===== src/rtl/tck_sync_pkg.sv =====
package tck_sync_pkg;

  // Edge strobes decoded by the control path, consumed by the datapath
  typedef struct packed {
    logic riseDet;
    logic fallDet;
  } tckStrobes_t;

endpackage


===== src/rtl/tck_sync_ctrl.sv =====
module tck_sync_ctrl
  import tck_sync_pkg::*;
#(
  parameter int SYNC_STAGES = 2
) (
  input  logic        clk,
  input  logic        rstN,
  input  logic        tckIn,
  output tckStrobes_t strobes,
  output logic        rtckOut
);

  // Synchronizer stages plus one history stage for edge detection
  localparam int CHAIN = SYNC_STAGES + 1;

  logic [CHAIN-1:0] tckSr;
  logic [CHAIN-1:0] fillSr;
  logic             newer;
  logic             older;
  logic             armed;

  always_ff @(posedge clk or negedge rstN) begin
    if (!rstN) begin
      tckSr  <= '0;
      fillSr <= '0;
    end else begin
      tckSr  <= {tckSr[CHAIN-2:0], tckIn};
      fillSr <= {fillSr[CHAIN-2:0], 1'b1};
    end
  end

  assign newer = tckSr[CHAIN-2];
  assign older = tckSr[CHAIN-1];
  // Edges count only once the chain holds real samples, not reset zeros
  assign armed = fillSr[CHAIN-1];

  always_comb begin
    strobes.riseDet = armed & newer & ~older;
    strobes.fallDet = armed & ~newer & older;
  end

  assign rtckOut = older;

endmodule


===== src/rtl/tck_sync_dp.sv =====
module tck_sync_dp
  import tck_sync_pkg::*;
#(
  parameter int SYNC_STAGES = 2
) (
  input  logic        clk,
  input  logic        rstN,
  input  tckStrobes_t strobes,
  input  logic        tmsIn,
  input  logic        tdiIn,
  input  logic        tapTdoIn,
  output logic        riseEn,
  output logic        fallEn,
  output logic        tapTms,
  output logic        tapTdi,
  output logic        tdoOut
);

  localparam int LAST = SYNC_STAGES - 1;

  // Same depth as the clock chain so data lines up with the edge
  logic [LAST:0] tmsSr;
  logic [LAST:0] tdiSr;

  always_ff @(posedge clk or negedge rstN) begin
    if (!rstN) begin
      tmsSr  <= '0;
      tdiSr  <= '0;
      riseEn <= 1'b0;
      fallEn <= 1'b0;
      tapTms <= 1'b0;
      tapTdi <= 1'b0;
      tdoOut <= 1'b0;
    end else begin
      tmsSr  <= {tmsSr[LAST-1:0], tmsIn};
      tdiSr  <= {tdiSr[LAST-1:0], tdiIn};
      riseEn <= strobes.riseDet;
      fallEn <= strobes.fallDet;
      if (strobes.riseDet) begin
        tapTms <= tmsSr[LAST];
        tapTdi <= tdiSr[LAST];
      end
      if (strobes.fallDet) begin
        tdoOut <= tapTdoIn;
      end
    end
  end

endmodule


===== src/rtl/tck_sync_rtck.sv =====
module tck_sync_rtck
  import tck_sync_pkg::*;
#(
  parameter int SYNC_STAGES = 2
) (
  input  logic clk,
  input  logic rstN,
  input  logic tckIn,
  input  logic tmsIn,
  input  logic tdiIn,
  input  logic tapTdoIn,
  output logic tapRiseEn,
  output logic tapFallEn,
  output logic tapTms,
  output logic tapTdi,
  output logic tdoOut,
  output logic rtckOut
);

  tckStrobes_t strobes;

  tck_sync_ctrl #(.SYNC_STAGES(SYNC_STAGES)) ctrl_i (
    .clk     (clk),
    .rstN    (rstN),
    .tckIn   (tckIn),
    .strobes (strobes),
    .rtckOut (rtckOut)
  );

  tck_sync_dp #(.SYNC_STAGES(SYNC_STAGES)) dp_i (
    .clk      (clk),
    .rstN     (rstN),
    .strobes  (strobes),
    .tmsIn    (tmsIn),
    .tdiIn    (tdiIn),
    .tapTdoIn (tapTdoIn),
    .riseEn   (tapRiseEn),
    .fallEn   (tapFallEn),
    .tapTms   (tapTms),
    .tapTdi   (tapTdi),
    .tdoOut   (tdoOut)
  );

endmodule


===== config.mk =====
export PLATFORM = sky130hd
export DESIGN_NAME = tck_sync_rtck
export DESIGN_NICKNAME = d
export VERILOG_FILES = /design/src/rtl/tck_sync_pkg.sv /design/src/rtl/tck_sync_ctrl.sv /design/src/rtl/tck_sync_dp.sv /design/src/rtl/tck_sync_rtck.sv
export SDC_FILE = /design/constraint.sdc
export NUM_CORES = 1
export LEC_CHECK = 0
export BUFFER_PORTS_ARGS = -buffer_cell sky130_fd_sc_hd__buf_2
export CAP_MARGIN = 40
export CELL_PAD_IN_SITES_DETAIL_PLACEMENT = 1
export CELL_PAD_IN_SITES_GLOBAL_PLACEMENT = 1
export CORE_AREA = 5 5 42 44
export CTS_BUF_LIST = sky130_fd_sc_hd__clkbuf_16
export DETAILED_ROUTE_END_ITERATION = 8
export DIE_AREA = 0 0 47 49
export PLACE_DENSITY_LB_ADDON = 0.1
export SETUP_SLACK_MARGIN = 0.1
export SKIP_CTS_REPAIR_TIMING = 1
export SLEW_MARGIN = 20
export SYNTH_ARGS = -nofsm -noshare
export SYNTH_HDL_FRONTEND = slang
export SYNTH_SLANG_ARGS = --single-unit
export TNS_END_PERCENT = 30

===== constraint.sdc =====
create_clock -name clk -period 1.4 [get_ports clk]
set_input_delay 0.07 -clock clk [delete_from_list [all_inputs] [get_ports clk]]
set_output_delay 0.07 -clock clk [all_outputs]
set_load 0.005 [all_outputs]

==> flow_metrics.tcl <==
set metrics [dict create \
    synth-edff-count 0 \
    fin_crit_sh_pct 75.6 \
    maxCapViolCount 0 \
    initial_utilization_pct 31.3 \
    drive_above_1_share_pct 43.9 \
    clock-root-buffer "clkbuf_16" \
    clk_pin_slew_ns 0.04 \
    portBuffers 11 \
    first_pass_iters 2 \
    drt-wirelength-per-cell_um 11.6 \
    die_area_mm2 0.00230 \
    core-area_mm2 0.00140 \
    min_path_type "input pin to register" \
    ant_nets 0 \
    antenna_found_initial 0 \
    synth_nets 28 \
    worst-setup-path-type "register to register" \
    drt_iter0_drc 1 \
    finalPower_mw 1.08 \
    worst_setup_path_end_kind "register" \
    avgViaCountPerCell 4.16 \
    ir_drop_mv 0.823 \
    yosys-top-cells-count "dfrtp_1, mux2_2" \
    gp_congestion 0.655 \
    syn_to_final_growth_pct 44.3 \
    grt_max_degree 16 \
    p_leak_nw 0.320 \
    overflow 0 \
    postLayoutSetupSlackWorst_ns 0.341 \
    post-synth-top-count-cell "dfrtp_1" \
    reg2reg_depth 2 \
    h-tree-depth 1 \
    grt_pass1_vias 224 \
    yosys.area.top_type "dfrtp_1" \
    cts_num_sinks 15 \
    chipWidth_um 47 \
    synth.distinct_cells 7 \
    async_flop_share_pct 100 \
    synth-seq-area-share_pct 85.7 \
    synth.top_cell.area_share_pct 85.7 \
    dieHeight_um 49 \
    final.min_clock_period_ns 1.06 \
    synthCells 22 \
    avgSynthCellArea_um2 19.9 \
    clk_latency_ns 0.24 \
    cp.required_ns 1.52 \
    synth_flop_cell "dfrtp_1" \
    grtUsageTotal_pct 6.95 \
    synth_warnings 0 \
    hold_depth 2 \
    report.final.hold_viol_count 0 \
    fin_worst_skew_ns 0.000323 \
    diodes 0 \
    fin_util_pct 45.1 \
    ctsLongestPathBuffers 2 \
    dp_slack_ns 0.348 \
    critPathLaunchType "register" \
    final_nets 48 \
    ioPinCount 12 \
    r2r_setup_slack_ns 0.34 \
    p_per_area_mw_per_mm2 1710 \
    rsz0062_at_grt "false" \
    arrival_ns 1.18 \
    hpwl_um 455 \
    cts_tree "yes" \
    grt_pass1_wl_um 1020 \
    final_cells 57 \
    setup_viol 0 \
    cp_max_fo 3 \
    ys_ff_latch 15 \
    placedCellCount 49 \
    fmax_mhz 945 \
    report.final.slew_viol_count 0 \
    vias 237 \
    syn_area_um2 438 \
    netlist_top_cells_area "dfrtp_1, mux2_2, mux2_4" \
    rows 14 \
    drc 0 \
    status "finished clean" \
    setup_tns_ns 0 \
    drt-total-wl_um 661 \
    cts_buffers 3 \
]
==> metrics by stage <==
| step | hold WS, ns | instance area [um2] |
|---|---|---|
| 6_report | 0.0759 | 632 |
| 5_1_grt | 0.0735 | 632 |
| 4_1_cts | -0.264 | 592 |
| 3_5_place_dp | -0.00878 | 513 |
| 3_3_place_gp | -0.0280 | 513 |
| 2_1_floorplan | -0.226 | 438 |
==> registers in the layout (all words and copies together), names as in the netlist, 2 cells and up <==
name,flops
ctrl_i.fillSr,3
ctrl_i.tckSr,3
dp_i.tdiSr,2
dp_i.tmsSr,2
==> critical path: stages (launching register included) <==
cell	delay (ns)
dfrtp_1	0.38
and3b_2	0.26
mux2_4	0.30
==> cell usage in the layout (no fill, tap or decap) <==
cell type	count
nand3b_1	1
buf_2	11
and3b_2	1
dlygate4sd3_1	4
conb_1	1
dfrtp_1	15
mux2_2	2
inv_1	2
clkbuf_16	3
mux2_4	1
==> layout make-up <==
class	instances	area [um2]
fillers	144	769
multi-input cells	6	58.8
flip-flops and latches	15	375
well taps	16	20.0
clock buffers	3	75.1
inverters	1	3.75
repair buffers	15	95.1
clock inverters	1	3.75
==> power breakdown <==
group          total [mW]  leakage, nW  internal [mW]  switching (mW)
combinational      0.0696       0.0989         0.0427          0.0269
sequential          0.481        0.179          0.468          0.0130
clock               0.532       0.0423          0.376           0.155
total                1.08        0.320          0.887           0.195
==> logic make-up after synthesis <==
family / share of synthesized area (%)
flops: 85.7
mux: 8.57
simple gates: 4.00
buf+inv: 0.856
other cells: 0.856
==> worst paths after layout <==
| kind | startpoint | endpoint |
|---|---|---|
| setup / recovery | ctrl_i.tckSr[1] | dp_i.tdoOut |
| hold / removal | tapTdoIn | dp_i.tdoOut |
| setup reg to reg | ctrl_i.tckSr[1] | dp_i.tdoOut |
| hold reg to reg | dp_i.tmsSr[0] | dp_i.tmsSr[1] |
| max in group asynchronous | rstN | dp_i.tapTms |
| min in group asynchronous | rstN | dp_i.tdoOut |
==> routing by layer <==
| metal | vias to the layer above | track usage [%] | routed length [um] |
|---|---|---|---|
| met5 | - | 0 | 0 |
| met4 | 0 | 6.91 | 27 |
| met3 | 3 | 4.43 | 83 |
| met2 | 12 | 8.37 | 294 |
| met1 | 115 | 7.67 | 256 |
| li1 | 107 | - | - |
(Power assumes the default switching activity.)
